===== src/rtl/mpa_pkg.sv =====
package mpa_pkg;

    localparam int unsigned DEF_NODES = 6;

    // bus state shared by every node's tracker
    typedef enum logic [1:0] {
        BUS_IDLE = 2'd0,
        BUS_NODE = 2'd1,
        BUS_HOST = 2'd2
    } bus_mode_e;

    // next position in the circular ID order 1..n
    function automatic int unsigned next_id(input int unsigned cur, input int unsigned n);
        return (cur >= n) ? 1 : cur + 1;
    endfunction

endpackage


===== src/rtl/mpa_pick.sv =====
module mpa_pick #(
    parameter int unsigned NODES = 6,
    parameter int unsigned IDW   = 3
) (
    input  logic [NODES-1:0] req,
    input  logic [IDW-1:0]   last_id,
    input  logic             rot_pri,
    output logic [IDW-1:0]   win
);
    import mpa_pkg::*;

    always_comb begin
        int unsigned cand;
        logic        found;
        // fixed priority is the rotating search started after the top ID
        cand  = rot_pri ? int'(last_id) : NODES;
        win   = '0;
        found = 1'b0;
        for (int k = 0; k < NODES; k++) begin
            cand = next_id(cand, NODES);
            if (!found && req[cand-1]) begin
                win   = IDW'(cand);
                found = 1'b1;
            end
        end
    end

endmodule


===== src/rtl/mpa_track.sv =====
module mpa_track #(
    parameter int unsigned NODES = 6,
    parameter int unsigned IDW   = 3
) (
    input  logic              clk,
    input  logic              rst,
    input  logic              single,
    input  logic [NODES-1:0]  req,
    input  logic              host_req,
    input  logic              lock_req,
    input  logic [IDW-1:0]    win,
    output mpa_pkg::bus_mode_e mode,
    output logic [IDW-1:0]    owner,
    output logic [IDW-1:0]    last_id
);
    import mpa_pkg::*;

    bus_mode_e       n_mode;
    logic [IDW-1:0]  n_owner;
    logic [IDW-1:0]  n_last;
    logic            held;

    always_comb begin
        held = 1'b0;
        if (mode == BUS_NODE && owner != '0)
            held = req[owner - IDW'(1)];
    end

    always_comb begin
        n_mode  = mode;
        n_owner = owner;
        n_last  = last_id;
        if (single) begin
            n_owner = '0;
            if (mode == BUS_HOST) begin
                if (!host_req) n_mode = BUS_IDLE;
            end else if (host_req && !lock_req) begin
                n_mode = BUS_HOST;
            end else begin
                n_mode = BUS_IDLE;
            end
        end else if (mode == BUS_HOST) begin
            if (!host_req) begin
                n_mode  = (win != '0) ? BUS_NODE : BUS_IDLE;
                n_owner = win;
                if (win != '0) n_last = win;
            end
        end else if (!held) begin
            if (host_req) begin
                n_mode  = BUS_HOST;
                n_owner = '0;
            end else begin
                n_mode  = (win != '0) ? BUS_NODE : BUS_IDLE;
                n_owner = win;
                if (win != '0) n_last = win;
            end
        end
    end

    always_ff @(posedge clk) begin
        if (rst) begin
            mode    <= BUS_IDLE;
            owner   <= '0;
            last_id <= IDW'(NODES);
        end else begin
            mode    <= n_mode;
            owner   <= n_owner;
            last_id <= n_last;
        end
    end

endmodule


===== src/rtl/mpa_drive.sv =====
module mpa_drive #(
    parameter int unsigned IDW = 3
) (
    input  logic               single,
    input  logic [IDW-1:0]     node_id,
    input  mpa_pkg::bus_mode_e mode,
    input  logic [IDW-1:0]     owner,
    input  logic               want_bus,
    input  logic               lock_req,
    input  logic               core_urgent,
    input  logic               host_req,
    input  logic               cpa_low,
    output logic               is_master,
    output logic               br_n_out,
    output logic               cpa_n_out,
    output logic               host_grant_n
);
    import mpa_pkg::*;

    logic yield_bus;

    always_comb begin
        if (single) is_master = (mode != BUS_HOST);
        else        is_master = (mode == BUS_NODE) && (owner == node_id);
        yield_bus    = is_master && !lock_req &&
                       (host_req || (cpa_low && !core_urgent));
        br_n_out     = single || !(want_bus && !yield_bus);
        cpa_n_out    = single || !(want_bus && core_urgent && !is_master);
        host_grant_n = (mode != BUS_HOST);
    end

endmodule


===== src/rtl/mpa_node.sv =====
module mpa_node #(
    parameter int unsigned NODES = mpa_pkg::DEF_NODES,
    localparam int unsigned IDW  = $clog2(NODES + 1)
) (
    input  logic             clk,
    input  logic             rst,
    input  logic [IDW-1:0]   node_id,
    input  logic             rot_pri,
    input  logic             want_bus,
    input  logic             lock_req,
    input  logic             core_urgent,
    input  logic [NODES-1:0] br_n_in,
    output logic             br_n_out,
    input  logic             cpa_n_in,
    output logic             cpa_n_out,
    input  logic             host_req_n,
    output logic             host_grant_n,
    output logic             is_master,
    output logic [IDW-1:0]   owner_id
);
    import mpa_pkg::*;

    logic [NODES-1:0] req;
    logic [IDW-1:0]   win;
    logic [IDW-1:0]   last_id;
    bus_mode_e        mode;
    logic             single;

    assign single = (node_id == '0);

    for (genvar g = 0; g < NODES; g++) begin : g_req
        assign req[g] = !br_n_in[g];
    end

    mpa_pick #(.NODES(NODES), .IDW(IDW)) u_pick (
        .req     (req),
        .last_id (last_id),
        .rot_pri (rot_pri),
        .win     (win)
    );

    mpa_track #(.NODES(NODES), .IDW(IDW)) u_track (
        .clk      (clk),
        .rst      (rst),
        .single   (single),
        .req      (req),
        .host_req (!host_req_n),
        .lock_req (lock_req),
        .win      (win),
        .mode     (mode),
        .owner    (owner_id),
        .last_id  (last_id)
    );

    mpa_drive #(.IDW(IDW)) u_drive (
        .single       (single),
        .node_id      (node_id),
        .mode         (mode),
        .owner        (owner_id),
        .want_bus     (want_bus),
        .lock_req     (lock_req),
        .core_urgent  (core_urgent),
        .host_req     (!host_req_n),
        .cpa_low      (!cpa_n_in),
        .is_master    (is_master),
        .br_n_out     (br_n_out),
        .cpa_n_out    (cpa_n_out),
        .host_grant_n (host_grant_n)
    );

endmodule


===== config.mk =====
export PLATFORM = sky130hd
export DESIGN_NAME = mpa_node
export DESIGN_NICKNAME = d
export VERILOG_FILES = /design/src/rtl/mpa_pkg.sv /design/src/rtl/mpa_pick.sv /design/src/rtl/mpa_track.sv /design/src/rtl/mpa_drive.sv /design/src/rtl/mpa_node.sv
export SDC_FILE = /design/constraint.sdc
export NUM_CORES = 1
export LEC_CHECK = 0
export BUFFER_PORTS_ARGS = -buffer_cell sky130_fd_sc_hd__buf_4
export CAP_MARGIN = 20
export CORE_UTILIZATION = 30
export DETAILED_ROUTE_END_ITERATION = 6
export GPL_ROUTABILITY_DRIVEN = 0
export GPL_TIMING_DRIVEN = 0
export SYNTH_ARGS = -nofsm -noshare
export SYNTH_HDL_FRONTEND = slang
export SYNTH_SLANG_ARGS = --single-unit
export TNS_END_PERCENT = 5

===== constraint.sdc =====
create_clock -name clk -period 7.04 [get_ports clk]
set_input_delay 0 -clock clk [delete_from_list [all_inputs] [get_ports clk]]
set_output_delay 0 -clock clk [all_outputs]
set_load 0.1 [all_outputs]

==> metrics.txt, run 1 <==
# TYPE chip_impl_metric gauge
chip_impl_metric{name="timing.final.crit_share",unit="%"} 91.74
chip_impl_metric{name="clock_skew",unit="ps"} 0.9365
chip_impl_metric{name="globalRouteTotalUtil",unit="%"} 15.26
chip_impl_metric{name="netlist_instances",unit=""} 256
chip_impl_metric{name="cts_made_buffers",unit=""} 3
chip_impl_metric{name="clock_path_buffers",unit=""} 2
chip_impl_metric{name="power.density_cell_area",unit="nW/um^2"} 558.5
chip_impl_info{name="cts_tree",value="yes"} 1
chip_impl_metric{name="detailed_route_vias_per_instance",unit=""} 5.779
chip_impl_metric{name="placement.io_buffers",unit=""} 22
chip_impl_info{name="status",value="complete, but fails checks"} 1
chip_impl_metric{name="mappedNetlistArea",unit="um^2"} 2029
chip_impl_metric{name="routed-via-count",unit=""} 2063
chip_impl_metric{name="cts.sinks",unit=""} 8
chip_impl_info{name="critical-path-slowest-cell",value="a2111o_1"} 1
chip_impl_metric{name="grt_pass1_vias",unit=""} 1903
chip_impl_info{name="critical_path.reg2reg.startpoint",value="u_track.last_id[1]$_SDFFE_PP1P_"} 1
chip_impl_metric{name="dp.cells",unit=""} 355
chip_impl_metric{name="std_cell_rows",unit=""} 29
chip_impl_info{name="synthFlopType",value="dfxtp_1"} 1
chip_impl_metric{name="ir_worst_vdd",unit="V"} 0.0001941
chip_impl_info{name="crit_path_frequent_cell",value="ha_1"} 1
chip_impl_info{name="crit_path_end_kind",value="flop"} 1
chip_impl_metric{name="reg2reg_depth",unit=""} 27
chip_impl_metric{name="synth_adder_area_share",unit="%"} 11.10
chip_impl_metric{name="post_synth_mux_area_share",unit="%"} 16.83
chip_impl_metric{name="yosysUniqueCellTypes",unit=""} 66
chip_impl_metric{name="cp_slowest_stage_delay",unit="ps"} 510
chip_impl_metric{name="number_of_antenna_violations_at_the_first_check_in_global_routing",unit=""} 0
chip_impl_metric{name="tightest_slew",unit="ps"} 766.4
chip_impl_metric{name="relSlewSlack",unit="%"} 47.45
chip_impl_metric{name="drive_gt1_share",unit="%"} 24.64
chip_impl_metric{name="max-cap-violations",unit=""} 0
chip_impl_metric{name="die_height",unit="um"} 84.25
chip_impl_metric{name="timing.reg2reg.setup_slack",unit="ps"} 580
chip_impl_metric{name="timing.final.hold_violations",unit=""} 0
chip_impl_info{name="worstHoldEndpoint",value="u_track.mode[1]$_SDFFE_PP0P_"} 1
chip_impl_metric{name="final-instance-count-excl-fill",unit=""} 357
chip_impl_metric{name="ys.warnings.count",unit=""} 0
chip_impl_info{name="startpoint_type",value="flop"} 1
chip_impl_metric{name="ff_latch_count_synth",unit=""} 8
chip_impl_metric{name="setup_viol",unit=""} 0
chip_impl_metric{name="area.growth.synth_to_final",unit="%"} 20.10
chip_impl_metric{name="initial_core_util",unit="%"} 31.60
chip_impl_info{name="worst_hold_startpoint",value="lock_req"} 1
chip_impl_metric{name="finalMaxSlewViolations",unit=""} 0
chip_impl_metric{name="synth_xor_area_share",unit="%"} 4.192
chip_impl_metric{name="insertedDiodeCount",unit=""} 0
chip_impl_metric{name="clk-insertion-delay-late",unit="ps"} 220
chip_impl_metric{name="cellLeakagePower",unit="nW"} 0.9585
chip_impl_info{name="timing.rr.end",value="u_track.last_id[1]$_SDFFE_PP1P_"} 1
chip_impl_metric{name="max_clock_freq",unit="MHz"} 154.8
chip_impl_info{name="holdCritPathClass",value="input port to flop"} 1
chip_impl_metric{name="drtPass1Iterations",unit=""} 6
chip_impl_metric{name="post-route-min-period",unit="ps"} 6459
chip_impl_info{name="rsz0062_at_grt",value="false"} 1
chip_impl_metric{name="dp_hpwl",unit="mm"} 4.200
chip_impl_metric{name="postSynthAreaPerCell",unit="um^2"} 7.928
chip_impl_metric{name="timing.critical_path.arrival",unit="ps"} 6570
chip_impl_info{name="main_combinational_cell_family_by_area_after_synthesis",value="compound AO/OA/AOI/OAI gates"} 1
chip_impl_metric{name="clk_pin_slew_worst_paths",unit="ps"} 40
chip_impl_metric{name="route.detailed.drc",unit=""} 6
chip_impl_metric{name="design.die.area",unit="um^2"} 7098
chip_impl_metric{name="detail-route-antenna-nets",unit=""} 0
chip_impl_metric{name="num-nets-final",unit=""} 317
chip_impl_info{name="ctsRootBufferMaster",value="clkbuf_8"} 1
chip_impl_metric{name="yosys.area_share.simple",unit="%"} 25.40
chip_impl_metric{name="first_pass_grt_wire_length",unit="mm"} 8.949
chip_impl_metric{name="totalWireLength",unit="mm"} 5.482
chip_impl_metric{name="globalRouteOverflowTotal",unit=""} 0
chip_impl_metric{name="grt_max_degree",unit=""} 11
chip_impl_metric{name="drt_iter0_drcs",unit=""} 93
chip_impl_metric{name="average_routed_wire_per_standard_cell",unit="um"} 15.36
chip_impl_info{name="layout_commonest_cell",value="buf_4"} 1
chip_impl_info{name="most-common-layout-cells",value="buf_4, inv_1, nand2_1, ha_1, mux2i_1"} 1
chip_impl_metric{name="holdPathStages",unit=""} 4
chip_impl_metric{name="complex_gate_fraction_of_the_synthesized_area",unit="%"} 29.04
chip_impl_metric{name="synth_seq_area_share",unit="%"} 7.891
chip_impl_metric{name="asyncSetResetFlopFracSynth",unit="%"} 0
chip_impl_info{name="setup.worst_path.class",value="flop to flop"} 1
chip_impl_metric{name="synthesis.nets",unit=""} 291
chip_impl_metric{name="worstPathMaxFanout",unit=""} 9
chip_impl_metric{name="maximum_level_of_the_cts_h_tree",unit=""} 1
chip_impl_info{name="failed_checks",value="DRC"} 1
chip_impl_metric{name="cp_data_required_time",unit="ps"} 7150
chip_impl_metric{name="top_level_ports",unit=""} 24
chip_impl_metric{name="coreArea",unit="um^2"} 6422
chip_impl_metric{name="setup_tns",unit="ps"} 0
chip_impl_metric{name="synth_enable_flop_cells",unit=""} 0
chip_impl_metric{name="die_w",unit="um"} 84.25
## critical path, delay by kind of cell, from the launching register on
kind | cells | cell delay [ps]
simple gates | 5 | 770
fa+ha+maj | 5 | 1380
buf+inv | 3 | 380
mux | 3 | 570
compound gates | 11 | 2820
flops | 1 | 420
## synth_stat cells, types with 2 or more instances
library cell  instances  area [um^2]
inv_1                20        75.07
mux2_2                5        56.30
clkbuf_1              7        26.28
nand3_1               4        20.02
o21ai_1               4        20.02
nand2b_1              8        50.05
a22oi_1               4        30.03
nor3_2                2        20.02
mux2i_1              15        150.1
dfxtp_1               8        160.2
o221a_2               2        22.52
a221oi_1              3        26.28
and3_1                3        18.77
or3_1                 4        25.02
o21a_1                3        22.52
o31ai_1               2        15.01
o211ai_1              3        22.52
nor3b_1               2        15.01
o2111ai_1             2        17.52
nand2_1              16        60.06
ha_1                 18        225.2
a211oi_2              2        25.02
xnor2_1               5        43.79
a31oi_1               2        12.51
a221o_1               3        30.03
nor2b_1               9        56.30
nand3b_1              4        30.03
mux4_2                5        112.6
nor3_1                9        45.04
a21o_1                2        15.01
and2_1                3        18.77
mux2_1                2        22.52
o21ai_0              11        55.05
nor2_1               15        56.30
a21oi_1              10        50.05
a2111o_1              2        22.52
a211oi_1              3        22.52
buf_1                 2        7.510
nand4_1               5        31.28
## what timing repair did
item,CTS,global route
hold endpoints to repair,1,0
setup buffers,0,1
setup endpoints to repair,7,7
hold buffers,1,0
pin swaps,0,1
gates resized for setup,6,18
## power by group
group | internal [W] | switching [W]
Sequential | 0.0000605 | 0.0000251
Clock | 0.0000370 | 0.0000171
Combinational | 0.000547 | 0.000675
Total | 0.000644 | 0.000717
## registers in the layout, indices dropped and copies added, names as in the netlist
name             cells
u_track.last_id      3
u_track.owner        3
u_track.mode         2
## kinds of logic after synthesis
kind of cell / after synthesis
mux: 27
xor+xnor: 8
buf+inv: 30
compound gates: 73
fa+ha+maj: 18
flops: 8
simple gates: 92
## through the flow
stage	worst slack, ps	cell area (um^2)	power (W)	hold WS (ps)	util [%]
floorplan	678.5	2029	0.001051	78.47	-
global placement	-402.1	2291	0.001240	213.6	35.67
detailed placement	-415.5	2291	0.001253	213.0	35.67
CTS	46.89	2352	0.001317	82.11	36.63
global route	49.70	2437	0.001483	82.77	37.95
finish	581.4	2437	0.001361	77.48	37.95
## layout make-up
class	instances	area, um^2
Tap cell	77	96.34
Timing Repair Buffer	24	182.7
Clock buffer	3	41.29
Fill cell	647	3985
Buffer	6	22.52
Inverter	21	78.83
Sequential cell	8	161.4
Multi-Input combinational cell	218	1854
## worst max-delay path by stage
stage | startpoint | end | slack [ps] | depth (start not counted)
6_report | u_track.last_id[1]$_SDFFE_PP1P_ | u_track.last_id[1]$_SDFFE_PP1P_ | 580 | 27
4_1_cts | u_track.last_id[1]$_SDFFE_PP1P_ | u_track.last_id[1]$_SDFFE_PP1P_ | 50 | 31
3_3_place_gp | rot_pri | u_track.last_id[1]$_SDFFE_PP1P_ | -400 | 34
2_1_floorplan | u_track.last_id[1]$_SDFFE_PP1P_ | u_track.mode[0]$_SDFFE_PP0P_ | 680 | 32
3_5_place_dp | u_track.last_id[1]$_SDFFE_PP1P_ | u_track.last_id[1]$_SDFFE_PP1P_ | -420 | 32
5_1_grt | u_track.last_id[1]$_SDFFE_PP1P_ | u_track.last_id[1]$_SDFFE_PP1P_ | 50 | 27
## routing by layer
layer  vias to the layer above  wire [um]  share of wire (%)  track usage, %
met2                        52       2713                 49           27.87
met1                       986       2478                 45           19.67
li1                       1021          -                  -               -
met4                         0         37               0.67           1.881
met5                         -          0                  0               0
met3                         4        252                4.6           1.868
(Power assumes the default switching activity.)
==> run 2: changes to the inputs <==
==> constraint.sdc (replaced) <==
create_clock -name clk -period 7.04 [get_ports clk]
set_input_delay 1.408 -clock clk [delete_from_list [all_inputs] [get_ports clk]]
set_output_delay 1.408 -clock clk [all_outputs]
set_load 0.1 [all_outputs]
==> metrics.txt, run 2 (synthesized netlist as in run 1, its figures left out) <==
# TYPE chip_impl_metric gauge
chip_impl_metric{name="tightest_slew",unit="ps"} 848.1
chip_impl_info{name="biggestRegsByFlops",value="u_track.last_id (3), u_track.owner (3), u_track.mode (2)"} 1
chip_impl_metric{name="holdPathStages",unit=""} 2
chip_impl_info{name="failed_checks",value="DRC"} 1
chip_impl_metric{name="grt_max_degree",unit=""} 11
chip_impl_info{name="crit_path_end_kind",value="flop"} 1
chip_impl_metric{name="final_area",unit="um^2"} 2751
chip_impl_metric{name="clock_skew",unit="ps"} 1.566
chip_impl_info{name="layout_commonest_cell",value="buf_4"} 1
chip_impl_metric{name="initial_core_util",unit="%"} 31.60
chip_impl_metric{name="design.die.area",unit="um^2"} 7098
chip_impl_metric{name="top_level_ports",unit=""} 24
chip_impl_info{name="critical_path.reg2reg.startpoint",value="u_track.last_id[1]$_SDFFE_PP1P_"} 1
chip_impl_metric{name="detailed_route_vias_per_instance",unit=""} 5.773
chip_impl_info{name="startpoint",value="rot_pri"} 1
chip_impl_metric{name="cts_made_buffers",unit=""} 3
chip_impl_metric{name="clock_path_buffers",unit=""} 2
chip_impl_metric{name="routed-via-count",unit=""} 2136
chip_impl_metric{name="die_height",unit="um"} 84.25
chip_impl_metric{name="p_sw",unit="W"} 0.0008126
chip_impl_metric{name="route.detailed.drc",unit=""} 4
chip_impl_metric{name="grt_pass1_vias",unit=""} 2022
chip_impl_metric{name="totalWireLength",unit="mm"} 5.850
chip_impl_metric{name="internal-power",unit="W"} 0.0007889
chip_impl_metric{name="worstPathMaxFanout",unit=""} 10
chip_impl_metric{name="timing.critical_path.arrival",unit="ps"} 6860
chip_impl_metric{name="timing.reg2reg.setup_slack",unit="ps"} 1040
chip_impl_metric{name="die_w",unit="um"} 84.25
chip_impl_info{name="worstHoldEndpoint",value="u_track.mode[1]$_SDFFE_PP0P_"} 1
chip_impl_info{name="status",value="complete, but fails checks"} 1
chip_impl_info{name="setup.worst_path.class",value="input port to flop"} 1
chip_impl_metric{name="coreArea",unit="um^2"} 6422
chip_impl_metric{name="relSlewSlack",unit="%"} 41.84
chip_impl_metric{name="cellLeakagePower",unit="nW"} 1.077
chip_impl_info{name="timing.rr.end",value="u_track.mode[0]$_SDFFE_PP0P_"} 1
chip_impl_metric{name="final_util",unit="%"} 42.84
chip_impl_metric{name="cts.sinks",unit=""} 8
chip_impl_metric{name="number_of_antenna_violations_at_the_first_check_in_global_routing",unit=""} 0
chip_impl_metric{name="finalMaxSlewViolations",unit=""} 0
chip_impl_metric{name="dp_hpwl",unit="mm"} 4.196
chip_impl_metric{name="max-cap-violations",unit=""} 0
chip_impl_metric{name="timing.final.crit_share",unit="%"} 96.37
chip_impl_metric{name="std_cell_rows",unit=""} 29
chip_impl_metric{name="num-nets-final",unit=""} 330
chip_impl_metric{name="clk_pin_slew_worst_paths",unit="ps"} 40
chip_impl_metric{name="drtPass1Iterations",unit=""} 6
chip_impl_metric{name="placement.io_buffers",unit=""} 22
chip_impl_metric{name="multi_input_comb_area",unit="um^2"} 2057
chip_impl_metric{name="filler_cell_count",unit=""} 635
chip_impl_metric{name="timing.final.hold_violations",unit=""} 0
chip_impl_info{name="rsz0062_at_grt",value="true"} 1
chip_impl_metric{name="max_clock_freq",unit="MHz"} 147.4
chip_impl_metric{name="whs",unit="ps"} 565.3
chip_impl_metric{name="drt_iter0_drcs",unit=""} 85
chip_impl_info{name="cts_tree",value="yes"} 1
chip_impl_metric{name="combinationalPowerShare",unit="%"} 91.0
chip_impl_info{name="startpoint_type",value="input port"} 1
chip_impl_info{name="worst_hold_startpoint",value="u_track.mode[1]$_SDFFE_PP0P_"} 1
chip_impl_metric{name="power.clock.fraction",unit="%"} 3.5
chip_impl_metric{name="globalRouteOverflowTotal",unit=""} 0
chip_impl_metric{name="average_routed_wire_per_standard_cell",unit="um"} 15.81
chip_impl_metric{name="maximum_level_of_the_cts_h_tree",unit=""} 1
chip_impl_info{name="holdCritPathClass",value="flop to flop"} 1
chip_impl_metric{name="power.density_cell_area",unit="nW/um^2"} 582.1
chip_impl_metric{name="seqPwrFrac",unit="%"} 5.4
chip_impl_metric{name="sw_share",unit="%"} 50.74
chip_impl_metric{name="clk-insertion-delay-late",unit="ps"} 230
chip_impl_metric{name="first_pass_grt_wire_length",unit="mm"} 9.528
chip_impl_metric{name="cts.hold.buffers_added",unit=""} 0
chip_impl_info{name="most-common-layout-cells",value="buf_4, inv_1, nand2_1, nor2_1, mux2i_1"} 1
chip_impl_metric{name="area.growth.synth_to_final",unit="%"} 35.57
chip_impl_metric{name="setup_viol",unit=""} 0
chip_impl_metric{name="regArea",unit="um^2"} 160.2
chip_impl_metric{name="post-route-min-period",unit="ps"} 6784
chip_impl_metric{name="dpl-instance-area",unit="um^2"} 2326
chip_impl_info{name="ctsRootBufferMaster",value="clkbuf_8"} 1
chip_impl_metric{name="cp_data_required_time",unit="ps"} 7120
chip_impl_metric{name="ir_worst_vdd",unit="V"} 0.0002301
chip_impl_metric{name="reg2reg_depth",unit=""} 27
chip_impl_metric{name="detail-route-antenna-nets",unit=""} 0
chip_impl_metric{name="insertedDiodeCount",unit=""} 0
chip_impl_metric{name="globalRouteTotalUtil",unit="%"} 16.18
chip_impl_metric{name="drive_gt1_share",unit="%"} 36.86
-- run 2: critical path: stages --
cell and delay (ps):
buf_4 110, buf_6 140, nand2_2 110, inv_1 150, ha_4 220, nor4b_4 360, o21ai_4 140, o21ai_2 200
inv_1 90, ha_4 190, a2111oi_4 340, a221oi_4 140, buf_4 180, or2_0 210, clkbuf_1 190, a21oi_2 280
o21a_1 220, ha_4 170, inv_1 50, o2111a_1 130, a311o_1 290, a32o_2 300, xor2_2 160, mux2_2 380
a211oi_4 260, nor3_4 100, o31ai_1 230, a211oi_1 110
-- run 2: area by class of cell --
cell class / instances / area share [%]
flip-flops and latches: 8 / 5.821
multi-input cells: 218 / 74.76
plain buffers: 4 / 0.8186
repair buffers: 39 / 10.64
clock buffers: 3 / 1.501
well taps: 77 / 3.502
inverters: 21 / 2.956
-- run 2: metrics by stage --
| step | TNS [ps] | setup WS, ps | total power, W | cells |
|---|---|---|---|---|
| 2_1_floorplan | 0 | 1.960 | 0.001061 | 256 |
| 4_1_cts | 0 | 8.094 | 0.001424 | 362 |
| 3_5_place_dp | -5556 | -872.8 | 0.001265 | 355 |
| 6_report | 0 | 255.6 | 0.001602 | 370 |
| 5_1_grt | -37.64 | -27.63 | 0.001724 | 370 |
| 3_3_place_gp | -5664 | -874.3 | 0.001251 | 355 |
-- run 2: worst max-delay path by stage --
stage,to,slack [ps],cells after the start
6_report,u_track.mode[0]$_SDFFE_PP0P_,260,28
5_1_grt,u_track.mode[0]$_SDFFE_PP0P_,-30,28
4_1_cts,u_track.mode[0]$_SDFFE_PP0P_,8,28
3_5_place_dp,u_track.last_id[1]$_SDFFE_PP1P_,-870,34
3_3_place_gp,u_track.last_id[1]$_SDFFE_PP1P_,-870,33
2_1_floorplan,u_track.mode[0]$_SDFFE_PP0P_,2,33
-- run 2: what timing repair did --
item | 4_1_cts | 5_1_grt
pin swaps | 7 | 12
setup endpoints to repair | 7 | 7
gates resized for setup | 21 | 35
buffers inserted | 7 | 10
-- run 2: power by group through the flow --
stage	logic [W]	registers (W)	clock network (W)
after floorplan	0.000932	0.000129	0
after detailed placement	0.00118	0.0000856	0
after CTS	0.00128	0.0000865	0.0000575
final	0.00146	0.0000871	0.0000563
after global placement	0.00117	0.0000853	0
after global routing	0.00157	0.0000897	0.0000597
-- run 2: routing by layer --
metal  up-vias  wire [um]  GRT usage [%]
met5         -          0              0
met4         0         63          2.665
met3         7        205          1.672
met2        46       2899          29.81
met1      1030       2682          20.60
li1       1053          -              -
==> run 3: changes to the inputs <==
==> constraint.sdc (replaced) <==
create_clock -name clk -period 7.04 [get_ports clk]
set_input_delay 0.352 -clock clk [delete_from_list [all_inputs] [get_ports clk]]
set_output_delay 0.352 -clock clk [all_outputs]
set_load 0.1 [all_outputs]
==> metrics.txt, run 3 (synthesized netlist as in run 1, its figures left out) <==
# TYPE chip_impl_metric gauge
chip_impl_metric{name="globalRouteTotalUtil",unit="%"} 15.23
chip_impl_metric{name="area.growth.synth_to_final",unit="%"} 19.42
chip_impl_metric{name="totalWireLength",unit="mm"} 5.449
chip_impl_metric{name="post-route-min-period",unit="ps"} 6475
chip_impl_metric{name="whs",unit="ps"} 332.9
chip_impl_metric{name="grt_pass1_vias",unit=""} 1895
chip_impl_metric{name="maximum_level_of_the_cts_h_tree",unit=""} 1
chip_impl_metric{name="cp_data_required_time",unit="ps"} 7150
chip_impl_metric{name="drtPass1Iterations",unit=""} 6
chip_impl_metric{name="clock_path_buffers",unit=""} 2
chip_impl_metric{name="drt_iter0_drcs",unit=""} 96
chip_impl_metric{name="globalRouteOverflowTotal",unit=""} 0
chip_impl_metric{name="postLayoutSetupSlackWorst",unit="ps"} 565.4
chip_impl_metric{name="initial_core_util",unit="%"} 31.60
chip_impl_metric{name="ir_worst_vdd",unit="V"} 0.0001946
chip_impl_metric{name="dp_hpwl",unit="mm"} 4.200
chip_impl_metric{name="average_routed_wire_per_standard_cell",unit="um"} 15.35
chip_impl_metric{name="first_pass_grt_wire_length",unit="mm"} 8.935
chip_impl_info{name="startpoint_type",value="flop"} 1
chip_impl_metric{name="die_height",unit="um"} 84.25
chip_impl_metric{name="finalMaxSlewViolations",unit=""} 0
chip_impl_info{name="most-common-layout-cells",value="buf_4, inv_1, nand2_1, ha_1, mux2i_1"} 1
chip_impl_metric{name="final-instance-count-excl-fill",unit=""} 355
chip_impl_metric{name="relSlewSlack",unit="%"} 46.53
chip_impl_info{name="layout_commonest_cell",value="buf_4"} 1
chip_impl_metric{name="coreArea",unit="um^2"} 6422
chip_impl_metric{name="dp.cells",unit=""} 355
chip_impl_metric{name="cellLeakagePower",unit="nW"} 0.9531
chip_impl_metric{name="cts_made_buffers",unit=""} 3
chip_impl_metric{name="timing.critical_path.arrival",unit="ps"} 6580
chip_impl_metric{name="placement.io_buffers",unit=""} 22
chip_impl_info{name="holdCritPathClass",value="input port to flop"} 1
chip_impl_metric{name="detailed_route_vias_per_instance",unit=""} 5.797
chip_impl_metric{name="timing.final.hold_violations",unit=""} 0
chip_impl_metric{name="tightest_slew",unit="ps"} 779.8
chip_impl_metric{name="cts.sinks",unit=""} 8
chip_impl_metric{name="insertedDiodeCount",unit=""} 0
chip_impl_info{name="biggestRegsByFlops",value="u_track.last_id (3), u_track.owner (3), u_track.mode (2)"} 1
chip_impl_metric{name="detail-route-antenna-nets",unit=""} 0
chip_impl_metric{name="clk_pin_slew_worst_paths",unit="ps"} 40
chip_impl_metric{name="max_clock_freq",unit="MHz"} 154.4
chip_impl_info{name="ctsRootBufferMaster",value="clkbuf_8"} 1
chip_impl_info{name="rsz0062_at_grt",value="false"} 1
chip_impl_metric{name="die_w",unit="um"} 84.25
chip_impl_info{name="failed_checks",value="DRC"} 1
chip_impl_metric{name="drive_gt1_share",unit="%"} 24.82
chip_impl_metric{name="place_worst_setup_slack",unit="ps"} -748.0
chip_impl_metric{name="clk-insertion-delay-late",unit="ps"} 220
chip_impl_metric{name="max-cap-violations",unit=""} 0
chip_impl_metric{name="setup_viol",unit=""} 0
chip_impl_metric{name="num-nets-final",unit=""} 315
chip_impl_info{name="crit_path_end_kind",value="flop"} 1
chip_impl_metric{name="design.die.area",unit="um^2"} 7098
chip_impl_info{name="cts_tree",value="yes"} 1
chip_impl_info{name="status",value="complete, but fails checks"} 1
chip_impl_metric{name="route.detailed.drc",unit=""} 6
chip_impl_metric{name="power.density_cell_area",unit="nW/um^2"} 561.6
chip_impl_metric{name="setup_tns",unit="ps"} 0
chip_impl_metric{name="clock_skew",unit="ps"} 0.8599
chip_impl_metric{name="std_cell_rows",unit=""} 29
chip_impl_metric{name="cts.hold.buffers_added",unit=""} 0
chip_impl_metric{name="worstPathMaxFanout",unit=""} 9
chip_impl_metric{name="timing.final.crit_share",unit="%"} 91.97
chip_impl_metric{name="top_level_ports",unit=""} 24
chip_impl_metric{name="grt_max_degree",unit=""} 12
chip_impl_metric{name="number_of_antenna_violations_at_the_first_check_in_global_routing",unit=""} 0
chip_impl_info{name="setup.worst_path.class",value="flop to flop"} 1
chip_impl_metric{name="routed-via-count",unit=""} 2058
-- run 3: cell count changes in the layout (fill, tap and decap cells not counted), moves of 2 or more --
| cell | delta |
|---|---|
| buf_4 | -16 |
| ha_1 | +7 |
| ha_4 | -5 |
| o21ai_4 | -3 |
| a21oi_1 | +2 |
| a21oi_2 | -2 |
| ha_2 | -2 |
| inv_1 | +2 |
| mux2i_1 | +2 |
| mux2i_2 | -2 |
| nand2_1 | +2 |
| nand2b_1 | +2 |
| o21ai_0 | +2 |
-- run 3: critical path, cell delays in order (launching register included) --
cell,delay (ps)
dfxtp_2,420
nand2b_1,160
ha_1,230
o21ai_2,100
nand2_1,170
inv_2,90
ha_1,220
nand2b_1,240
a2111o_1,510
a21o_1,250
nand2_1,100
inv_1,90
ha_1,180
clkbuf_1,200
a2111o_1,460
a211oi_2,280
a21oi_1,130
o21a_1,230
ha_1,360
o21ai_0,150
ha_1,380
mux2i_1,240
mux2_2,170
mux2_2,160
nand2_1,100
o221ai_4,270
o21ai_1,110
a221o_1,340
-- run 3: path summary, 6_finish.rpt --
kind                              startpoint                         endpoint  slack (ps)  depth (start not counted)
max          u_track.last_id[1]$_SDFFE_PP1P_  u_track.last_id[1]$_SDFFE_PP1P_         570                         27
min                               host_req_n     u_track.mode[1]$_SDFFE_PP0P_         330                          2
max reg2reg  u_track.last_id[1]$_SDFFE_PP1P_  u_track.last_id[1]$_SDFFE_PP1P_         570                         27
min reg2reg     u_track.mode[1]$_SDFFE_PP0P_     u_track.mode[1]$_SDFFE_PP0P_         550                          2
-- run 3: final cells by class --
class	instances	area (um^2)
inverter	21	78.83
buffer	5	18.77
fill	650	3999
tap	77	96.34
timing repair buffer	23	172.7
sequential	8	161.4
clock buffer	3	41.29
multi-input combinational	218	1854
-- run 3: report_power, final --
| group | internal, W | total, W | switching (W) | leakage, nW |
|---|---|---|---|---|
| clock network | 0.0000370 | 0.0000541 | 0.0000172 | 0.0216 |
| logic | 0.000546 | 0.00122 | 0.000675 | 0.866 |
| registers | 0.0000605 | 0.0000855 | 0.0000251 | 0.0655 |
-- run 3: timing repair --
item | in CTS | in global routing
hold endpoints to repair | 0 | 0
cloned | 0 | 0
endpoints found under the setup margin | 7 | 7
setup buffers | 0 | 1
resized for setup | 6 | 18
pin swaps | 0 | 1
-- run 3: stage by stage --
step	total power (W)	utilization [%]	instance area (um^2)
floorplan	0.001051	-	2029
global placement	0.001240	35.67	2291
detailed placement	0.001253	35.67	2291
CTS	0.001317	36.41	2338
global route	0.001483	37.74	2424
finish	0.001361	37.74	2424
-- run 3: routing by layer --
| layer | routed length [um] | up-vias | share of wire, % | track usage (%) |
|---|---|---|---|---|
| met5 | 0 | - | 0 | 0 |
| met4 | 41 | 0 | 0.75 | 1.881 |
| met3 | 168 | 4 | 3.1 | 1.868 |
| met2 | 2713 | 40 | 50 | 27.87 |
| met1 | 2525 | 994 | 46 | 19.61 |
| li1 | - | 1020 | - | - |
